===== src/rtl/rs485_tx_pkg.sv =====
package rs485_tx_pkg;

  typedef enum logic [1:0] {
    ST_IDLE  = 2'd0,
    ST_GUARD = 2'd1,
    ST_FRAME = 2'd2,
    ST_HOLD  = 2'd3
  } seq_state_t;

  localparam int MAX_FRAME_HALVES = 24;

  // stop length in half-bit units
  function automatic logic [2:0] stop_halves(input logic [1:0] sel);
    case (sel)
      2'd0:    return 3'd2;
      2'd1:    return 3'd3;
      default: return 3'd4;
    endcase
  endfunction

  // whole character length in half-bit units
  function automatic logic [4:0] frame_halves(input logic par_en, input logic [1:0] sel);
    return 5'd18 + (par_en ? 5'd2 : 5'd0) + {2'b00, stop_halves(sel)};
  endfunction

endpackage


===== src/rtl/rs485_half_timer.sv =====
module rs485_half_timer #(
  parameter int DIV_W = 16
) (
  input  logic             clk,
  input  logic             rst_n,
  input  logic             run,
  input  logic [DIV_W-1:0] div,
  output logic             tick
);
  logic [DIV_W-1:0] cnt;
  logic [DIV_W-1:0] div_eff;

  assign div_eff = (div == '0) ? DIV_W'(1) : div;
  assign tick    = run && (cnt == div_eff - DIV_W'(1));

  always_ff @(posedge clk) begin
    if (!rst_n || !run) cnt <= '0;
    else if (tick)      cnt <= '0;
    else                cnt <= cnt + DIV_W'(1);
  end


  tick_idle_chk: assert property (@(posedge clk) disable iff (!rst_n)
    !run |-> !tick);
endmodule


===== src/rtl/rs485_frame_shift.sv =====
module rs485_frame_shift
  import rs485_tx_pkg::*;
(
  input  logic       clk,
  input  logic       rst_n,
  input  logic       load,
  input  logic [7:0] data,
  input  logic       parity_en,
  input  logic [1:0] stop_sel,
  input  logic       tick,
  output logic       bit_o,
  output logic       end_o,
  output logic       active_o
);
  logic [9:0] sreg;
  logic [4:0] left;
  logic       phase;

  assign bit_o = active_o ? sreg[0] : 1'b1;
  assign end_o = active_o && tick && (left == 5'd1);

  always_ff @(posedge clk) begin
    if (!rst_n) begin
      sreg     <= '1;
      left     <= '0;
      phase    <= 1'b0;
      active_o <= 1'b0;
    end else if (load) begin
      // parity slot reads 1 when parity is off, blending into the stop run
      sreg     <= {parity_en ? ^data : 1'b1, data, 1'b0};
      left     <= frame_halves(parity_en, stop_sel);
      phase    <= 1'b0;
      active_o <= 1'b1;
    end else if (active_o && tick) begin
      left  <= left - 5'd1;
      phase <= ~phase;
      if (phase) sreg <= {1'b1, sreg[9:1]};
      if (left == 5'd1) active_o <= 1'b0;
    end
  end


  last_half_chk: assert property (@(posedge clk) disable iff (!rst_n)
    end_o |-> bit_o);

  no_cut_chk: assert property (@(posedge clk) disable iff (!rst_n)
    load |-> (!active_o || end_o));
endmodule


===== src/rtl/rs485_dir_seq.sv =====
module rs485_dir_seq
  import rs485_tx_pkg::*;
#(
  parameter int HOLD_W   = 4,
  parameter int GUARD_HC = 3,
  parameter int HW       = 10
) (
  input  logic              clk,
  input  logic              rst_n,
  input  logic              tick,
  input  logic              hold_full,
  input  logic              frame_end,
  input  logic              dom_mode,
  input  logic              parity_en,
  input  logic [1:0]        stop_sel,
  input  logic [HOLD_W-1:0] hold_hc,
  output seq_state_t        state,
  output logic              load,
  output logic              run,
  output logic              tx_done,
  output logic              shift_done
);
  seq_state_t     nxt;
  logic [HW-1:0]  hcnt, hn;
  logic [HW-1:0]  f_h, g_h, h_h;

  always_comb begin
    f_h = HW'(frame_halves(parity_en, stop_sel));
    g_h = HW'((GUARD_HC * int'(f_h) + 1) / 2);
    h_h = HW'((int'(hold_hc) * int'(f_h) + 1) / 2);
  end

  assign run = (state != ST_IDLE);

  always_comb begin
    nxt  = state;
    hn   = hcnt;
    load = 1'b0;
    case (state)
      ST_IDLE: if (hold_full) begin
        hn = '0;
        if (dom_mode) begin
          load = 1'b1;
          nxt  = ST_FRAME;
        end else begin
          nxt = ST_GUARD;
        end
      end
      ST_GUARD: if (tick) begin
        if (hcnt == g_h - HW'(1)) begin
          load = 1'b1;
          nxt  = ST_FRAME;
        end else begin
          hn = hcnt + HW'(1);
        end
      end
      ST_FRAME: if (frame_end) begin
        if (hold_full) begin
          load = 1'b1;
        end else if (dom_mode || h_h == '0) begin
          nxt = ST_IDLE;
        end else begin
          nxt = ST_HOLD;
          hn  = '0;
        end
      end
      ST_HOLD: if (tick) begin
        if (hold_full) begin
          load = 1'b1;
          nxt  = ST_FRAME;
        end else if (hcnt == h_h - HW'(1)) begin
          nxt = ST_IDLE;
        end else begin
          hn = hcnt + HW'(1);
        end
      end
      default: nxt = ST_IDLE;
    endcase
  end

  always_ff @(posedge clk) begin
    if (!rst_n) begin
      state      <= ST_IDLE;
      hcnt       <= '0;
      tx_done    <= 1'b0;
      shift_done <= 1'b0;
    end else begin
      state      <= nxt;
      hcnt       <= hn;
      tx_done    <= (state != ST_IDLE) && (nxt == ST_IDLE);
      shift_done <= frame_end;
    end
  end


  guard_mode_chk: assert property (@(posedge clk) disable iff (!rst_n)
    (state == ST_GUARD) |-> !dom_mode);

  done_idle_chk: assert property (@(posedge clk) disable iff (!rst_n)
    tx_done |-> (state == ST_IDLE));

  hold_exit_chk: assert property (@(posedge clk) disable iff (!rst_n)
    (state == ST_HOLD && nxt == ST_IDLE) |-> tick);
endmodule


===== src/rtl/rs485_tx_ctrl.sv =====
module rs485_tx_ctrl
  import rs485_tx_pkg::*;
#(
  parameter int DIV_W    = 16,
  parameter int HOLD_W   = 4,
  parameter int GUARD_HC = 3
) (
  input  logic              clk,
  input  logic              rst_n,
  input  logic              wr_valid,
  output logic              wr_ready,
  input  logic [7:0]        wr_data,
  input  logic [DIV_W-1:0]  baud_div,
  input  logic              parity_en,
  input  logic [1:0]        stop_sel,
  input  logic [HOLD_W-1:0] hold_hc,
  input  logic              dom_mode,
  input  logic              echo_en,
  output logic              line_d,
  output logic              drv_en,
  output logic              rcv_en,
  output logic              tx_busy,
  output logic              tx_done,
  output logic              shift_done
);
  localparam int HW = $clog2(((1 << HOLD_W) + GUARD_HC) * MAX_FRAME_HALVES) + 1;

  logic       hold_full;
  logic [7:0] hold_q;
  logic       accept, load, tick, run;
  logic       frame_bit, frame_end, frame_act;
  seq_state_t state;

  assign wr_ready = !hold_full;
  assign accept   = wr_valid && wr_ready;

  always_ff @(posedge clk) begin
    if (!rst_n) begin
      hold_full <= 1'b0;
      hold_q    <= '0;
    end else if (accept) begin
      hold_full <= 1'b1;
      hold_q    <= wr_data;
    end else if (load) begin
      hold_full <= 1'b0;
    end
  end

  rs485_half_timer #(.DIV_W(DIV_W)) u_timer (
    .clk(clk), .rst_n(rst_n), .run(run), .div(baud_div), .tick(tick)
  );

  rs485_frame_shift u_shift (
    .clk(clk), .rst_n(rst_n), .load(load), .data(hold_q),
    .parity_en(parity_en), .stop_sel(stop_sel), .tick(tick),
    .bit_o(frame_bit), .end_o(frame_end), .active_o(frame_act)
  );

  rs485_dir_seq #(.HOLD_W(HOLD_W), .GUARD_HC(GUARD_HC), .HW(HW)) u_seq (
    .clk(clk), .rst_n(rst_n), .tick(tick), .hold_full(hold_full),
    .frame_end(frame_end), .dom_mode(dom_mode), .parity_en(parity_en),
    .stop_sel(stop_sel), .hold_hc(hold_hc), .state(state), .load(load),
    .run(run), .tx_done(tx_done), .shift_done(shift_done)
  );

  always_comb begin
    if (dom_mode) begin
      line_d = 1'b0;
      drv_en = (state == ST_FRAME) && !frame_bit;
      rcv_en = 1'b1;
    end else begin
      line_d = (state == ST_FRAME) ? frame_bit : 1'b1;
      drv_en = (state != ST_IDLE);
      rcv_en = echo_en || (state == ST_IDLE);
    end
  end

  assign tx_busy = hold_full || (state != ST_IDLE);


  hold_keep_chk: assert property (@(posedge clk) disable iff (!rst_n)
    (hold_full && !load) |=> (hold_full && $stable(hold_q)));

  idle_line_chk: assert property (@(posedge clk) disable iff (!rst_n)
    (!dom_mode && !drv_en) |-> line_d);

  rcv_off_chk: assert property (@(posedge clk) disable iff (!rst_n)
    (drv_en && !echo_en && !dom_mode) |-> !rcv_en);

  done_release_chk: assert property (@(posedge clk) disable iff (!rst_n)
    tx_done |-> !drv_en);

  dom_line_chk: assert property (@(posedge clk) disable iff (!rst_n)
    dom_mode |-> (!line_d && rcv_en));

  frame_in_state_chk: assert property (@(posedge clk) disable iff (!rst_n)
    frame_act |-> (state == ST_FRAME));
endmodule


===== config.mk =====
export PLATFORM = sky130hd
export DESIGN_NAME = rs485_tx_ctrl
export DESIGN_NICKNAME = d
export VERILOG_FILES = /design/src/rtl/rs485_tx_pkg.sv /design/src/rtl/rs485_half_timer.sv /design/src/rtl/rs485_frame_shift.sv /design/src/rtl/rs485_dir_seq.sv /design/src/rtl/rs485_tx_ctrl.sv
export SDC_FILE = /design/constraint.sdc
export NUM_CORES = 1
export LEC_CHECK = 0
export BUFFER_PORTS_ARGS = -buffer_cell sky130_fd_sc_hd__clkbuf_2
export CORE_AREA = 10 10 78 146
export DETAILED_ROUTE_END_ITERATION = 10
export DIE_AREA = 0 0 88 156
export PLACE_DENSITY = 0.76
export REMOVE_ABC_BUFFERS = 1
export SLEW_MARGIN = 20
export SYNTH_ARGS = -nofsm -noshare
export SYNTH_HDL_FRONTEND = slang
export SYNTH_HIERARCHICAL = 1
export SYNTH_SLANG_ARGS = --single-unit

===== constraint.sdc =====
create_clock -name clk -period 7.76 [get_ports clk]
set_input_delay 0.776 -clock clk [delete_from_list [all_inputs] [get_ports clk]]
set_output_delay 0.776 -clock clk [all_outputs]
set_load 0.1 [all_outputs]

# Word-level counts from Yosys, hierarchy flattened
# Index checks and enable logic that the tools add are counted.
# classes
n_addsub	13
multipliers	2
eq_ne	17
n_mux	50
bitwise_logic	4
n_reduce_logical	30
# op_table
cell	count
$mux 10	12
$pmux 10 s4	1
$mux 2	11
$add 10x1->10	2
$eq 10x10->1	2
$sub 10x1->10 const B	2
$mux 1	18
$add 16x1->16 const B	1
$eq 16x16->1	1
$logic_not 16->1	1
$mux 16	1
$ne 2x2->1 const B	8
$sub 16x1->16 const B	1
$add 10x1->10 const B	1
$add 5x3->5	2
$add 9x1->10 const B	1
$logic_not 10->1	1
$mux 5	2
$reduce_bool 2->1	5
$mul 4x5->9	1
$reduce_and 9->1	1
$add 7x1->8 const B	1
$pmux 2 s4	1
$reduce_xor 8->1	1
18 further kinds	38
# totals
regBits	56
in_bits	36
out_inout_bits	7
wordCells	127

# Logic depth before layout (Yosys ltp)
# depth
depth_word	16
depth_mapped	22
depth_no_buf	19

# Hierarchy
# The synthesis kept the hierarchy.
# modules_own_cells
mod	instances	cells_per_inst	area_each_um2	seq_area_each_um2
rs485_dir_seq	1	246	1956.9	280.3
rs485_half_timer	1	157	1257.5	320.3
rs485_frame_shift	1	104	920.9	340.3
rs485_tx_ctrl	1	47	414.1	180.2

# Worst setup path before layout
# No wires, ideal clock.
# synth_path
path_type	input -> register
from	in baud_div[0]
to	reg u_seq.hcnt[9]
setup_ns	0.071
t_arrival_ns	5.153
required_ns	7.689
setup_slack_ns	2.536
path_stages	21
path_buffers	2
cell_sequence	or4_1 buf_2 nor3_1 a21oi_1 ha_1 or3b_2 nor2_1 nand2_1 nor4b_1 o32ai_1 a2111oi_4 buf_6 and4bb_1 and3b_1 a211oi_1 a221oi_1 nand2_1 a21oi_2 o31ai_4 or4_1 a21oi_1
# synth_between
elab_chain_cells	9
word_cells_on_any_way	11
cone_classes	1 x add/sub; 4 x eq/ne; 1 x mux; 5 x reduce/logical
# synth_lines
item	line_no	source
start: declaration	rs485_tx_ctrl.sv:13	input logic [DIV_W-1:0] baud_div,
$logic_not 16->1	rs485_half_timer.sv:13	assign div_eff = (div == '0) ? DIV_W'(1) : div;
$mux 16 *	rs485_half_timer.sv:13	
$sub 16x1->16 *	rs485_half_timer.sv:14	assign tick = run && (cnt == div_eff - DIV_W'(1));
$eq 16x16->1 *	rs485_half_timer.sv:14	
$logic_and 1x1->1 *	rs485_half_timer.sv:14	
via tick	rs485_tx_ctrl.sv:30	logic accept, load, tick, run;
$logic_and 1x1->1 * (2 in a row)	rs485_frame_shift.sv:20	assign end_o = active_o && tick && (left == 5'd1);
via frame_end	rs485_tx_ctrl.sv:31	logic frame_bit, frame_end, frame_act;
$ne 2x1->1 (no line) *	--	
$reduce_and 9->1 (no line) *	--	
end signal: assignment	rs485_dir_seq.sv:89	hcnt <= hn;
end: declaration	rs485_dir_seq.sv:24	logic [HW-1:0] hcnt, hn;
# Mark *: on every way through the listed nets, which the timed path passes. The rest lies on a longest branch.
# A chain may end at the register's enable or synchronous reset.

# Final worst setup path
# layout_path
from	in baud_div[0]
to	reg u_shift.sreg[3]
# layout_between
elab_chain_cells	11
word_cells_on_any_way	15
cone_classes	1 x add/sub; 1 x eq/ne; 6 x mux; 7 x reduce/logical
# layout_lines
item	line_no	source
$logic_not 16->1	rs485_half_timer.sv:13	
$mux 16 *	rs485_half_timer.sv:13	
$sub 16x1->16 *	rs485_half_timer.sv:14	
$eq 16x16->1 *	rs485_half_timer.sv:14	
$logic_and 1x1->1 *	rs485_half_timer.sv:14	
via tick	rs485_tx_ctrl.sv:30	
$logic_and 1x1->1 * (2 in a row)	rs485_frame_shift.sv:20	
via frame_end	rs485_tx_ctrl.sv:31	
$mux 1 *	rs485_dir_seq.sv:57	ST_FRAME: if (frame_end) begin
$pmux 1 s4 *	rs485_dir_seq.sv:39	case (state)
via load	rs485_tx_ctrl.sv:30	
$reduce_bool 2->1 (no line)	--	
$reduce_and 2->1 (no line)	--	
end signal: assignment	rs485_frame_shift.sv:30	sreg <= {parity_en ? ^data : 1'b1, data, 1'b0};
end signal: assignment	rs485_frame_shift.sv:37	if (phase) sreg <= {1'b1, sreg[9:1]};
end: declaration	rs485_frame_shift.sv:15	logic [9:0] sreg;
# Marks and branches as above.

==> summary.md <==
| Metric | Value |
|---|---|
| Iteration-0 DRC Markers | 212 |
| Multi-input gate area | 3168 um2 |
| TritonCTS clock tree | built |
| Top Ports | 43 |
| Fraction of layout cells with a size suffix above 1 | 12.28% |
| Max Clock Skew | 0.01040 ns |
| Worst Path Arrival | 6.07 ns |
| PnR Total Power | 801.7 uW |
| Post-Route WL | 10,860 um |
| Most common cell after layout, fill and taps aside | nand2_1 |
| # setup viols final | 0 |
| Inserted Diodes | 0 |
| Initial antenna violation count | 0 |
| Synthesized flop and latch total | 56 |
| CTS Buf Count | 5 |
| CP required | 7.92 ns |
| Hold Buf Count CTS | 0 |
| RSZ-0062 raised after global routing | false |
| Critical Path Max Stage Delay | 0.73 ns |
| Final Max Slew Viols | 0 |
| Global-route wire length before repair | 17,680 um |
| Fillers | 849 |
| Syn Area/Cell | 8.212 um2 |
| Post-synth EDFFs | 0 |
| Max-Cap Viols | 0 |
| FP Rows | 49 |
| Root Driver | clkbuf_16 |
| Routed via count | 3,980 |
| PwrDens | 163.9 nW/um2 |
| HP Class | reg2reg |
| Vias in the first global route | 4,012 |
| Hpwl dp | 8608 um |
| I/O Buffers | 42 |
| Total GRT Usage | 15.54% |
| Crit path time final | 5.912 ns |
| CP max FO | 26 |
| Largest net degree at the start of global routing | 44 |
| Synthesized area | 4549 um2 |
| Core area | 9012 um2 |
| CTS max path bufs | 2 |
| Critical-path top delay cell | a22o_1 |
| Pre-antenna DRT Iters | 5 |
| Post CTS Setup Buffer Count | 0 |
| DR vias/cell | 5.853 |
| CP Capture Type | flop |
| Worst skew pair latency | 0.31 ns |
| Unique masters post-synth | 77 |
| CP Launch Type | primary input |
| Grt total ovfl | 0 |
| Max IR drop VDD | 134.2 uV |
| Layout net count | 646 |
| Critical path class | in2reg |
| Clk sinks | 56 |
| Synth Instances | 554 |
| Post-synthesis async set-or-reset flop share | 0% |
| Clock-pin slew of the registers on the worst-case setup and hold paths | 0.08 ns |
| Setup_tns | 0 ns |
| FF+latch area | 1121 um2 |
| Least-Margin Pin Slew | 0.9304 ns |
| H-Tree Depth | 2 |
| Area after DPL | 4732 um2 |
| Tcrit/Tclk final | 76.19% |
| Area Growth Syn to Fin | 7.508% |
| Fmax | 169.1 MHz |
| WL per Instance | 15.97 um |
| Hold Fails Final Rpt | 0 |
| Initial Utilization | 50.48% |
| LEAKAGE | 1.935 nW |
| Relative slew slack | 37.45% |
| Cells along the critical path | clkbuf_2 > or4_1 > nor3_1 > a21oi_1 > ha_1 > nor2b_1 > o311ai_0 > o2111ai_1 > a2111oi_4 > buf_4 > and4bb_1 > and3b_1 > mux2i_1 > o22ai_1 > a22o_1 > a31o_2 > nand2_1 > o21ai_0 > nand2_1 |
| Die height | 156 um |
| CP dominant cell by count | nand2_1 |
| Commonest cells after routing, fill and taps aside | 67 x nand2_1, 56 x dfxtp_1, 42 x clkbuf_2 |
| Post_cts resized | 0 |
| DRT antenna net count | 0 |
| Final instance area | 4891 um2 |
| Sequential area share after synthesis | 24.64% |
| DR DRC count | 0 |
| GPL Wtd Cong | 0.8718 |
| Status | finished, final reports clean |
| DIE AREA | 13,730 um2 |
| Die width | 88 um |
| Post-synth top flop | dfxtp_1 |
| Yosys warns | 6 |
==> where the power goes <==
part / internal, mW / total, mW / switching [mW]
sequential: 0.295 / 0.308 / 0.0125
clock: 0.124 / 0.240 / 0.115
combinational: 0.101 / 0.254 / 0.153
==> worst max-delay path, delay by kind of cell <==
family	cells	cell delay (ns)
AOI/OAI and AO/OA	8	2.56
adders and majority gates	1	0.25
buffers and inverters	2	0.47
muxes	1	0.11
and+or+nand+nor	7	1.90
==> worst paths after layout <==
check,startpoint,to,slack [ns],cells after the start
setup / recovery,baud_div[0],u_shift/sreg[3],1.85,19
hold / removal,hold_q[2],hold_q[2],0.49,2
setup reg to reg,u_timer/cnt[8],u_shift/sreg[3],3.48,16
hold reg to reg,hold_q[2],hold_q[2],0.49,2
==> state kept, by name (all words and copies together), names as in the netlist <==
signal and count:
hold_full 1, hold_q 8, u_seq/hcnt 10, u_seq/shift_done 1, u_seq/state 2, u_seq/tx_done 1
u_shift/active_o 1, u_shift/left 5, u_shift/phase 1, u_shift/sreg 10, u_timer/cnt 16
==> synthesized netlist by cell type (3+ instances only) <==
cell type | instances | area share [%]
nand2_1 | 67 | 5.5
clkbuf_1 | 14 | 1.2
or3_1 | 3 | 0.41
buf_6 | 6 | 1.5
xnor2_1 | 34 | 6.5
ha_1 | 27 | 7.4
nand4_1 | 5 | 0.69
fa_1 | 6 | 2.6
a31oi_1 | 4 | 0.55
nand3_1 | 20 | 2.2
nand3b_1 | 5 | 0.83
inv_1 | 26 | 2.1
and3_1 | 5 | 0.69
o31ai_1 | 6 | 0.99
and2_1 | 14 | 1.9
o21ai_0 | 18 | 2.0
o31a_1 | 3 | 0.58
nor2_1 | 28 | 2.3
xor2_1 | 27 | 5.2
o211ai_1 | 4 | 0.66
buf_2 | 5 | 0.55
nor4b_1 | 3 | 0.58
nor3_1 | 29 | 3.2
a21oi_1 | 23 | 2.5
or4_1 | 8 | 1.3
dfxtp_1 | 56 | 25
nor2b_1 | 9 | 1.2
nor4_1 | 6 | 0.83
mux2i_1 | 21 | 4.6
nor3b_1 | 4 | 0.66
o21a_1 | 6 | 0.99
nand2b_1 | 8 | 1.1
or2_2 | 3 | 0.41
==> per-layer routing <==
layer | track usage, % | share of wire, % | vias up
li1 | - | - | 2010
met1 | 14.00 | 36 | 1868
met2 | 31.16 | 57 | 76
met3 | 2.092 | 3.5 | 26
met5 | 0 | 0 | -
met4 | 7.710 | 3.5 | 0
==> area by class of cell <==
class	instances	share of cell area [%]
clock buffers	5	2.558
clock inverters	3	0.6907
inverters	26	1.995
multi-input cells	445	64.77
flip-flops and latches	56	22.92
well taps	102	2.609
repair buffers	43	4.451
==> kinds of logic after synthesis <==
family	Yosys count	share of synthesized area, %
buf+inv	53	5.720
compound gates	100	16.31
xor+xnor	62	12.24
flops	56	24.64
simple gates	229	26.40
fa+ha+maj	33	10.07
mux	21	4.620
==> metrics by stage <==
stage          worst slack, ns  instances  utilization, %  hold WS [ns]
3_5_place_dp             1.520        672           52.51        0.4775
3_3_place_gp             1.721        672           52.51        0.4695
5_1_grt                  1.349        680           54.27        0.5127
2_1_floorplan            2.191        527               -        0.4580
6_report                 1.848        680           54.27        0.4918
4_1_cts                  1.840        680           54.27        0.4984
No activity file was read; power rests on OpenSTA's default activity.
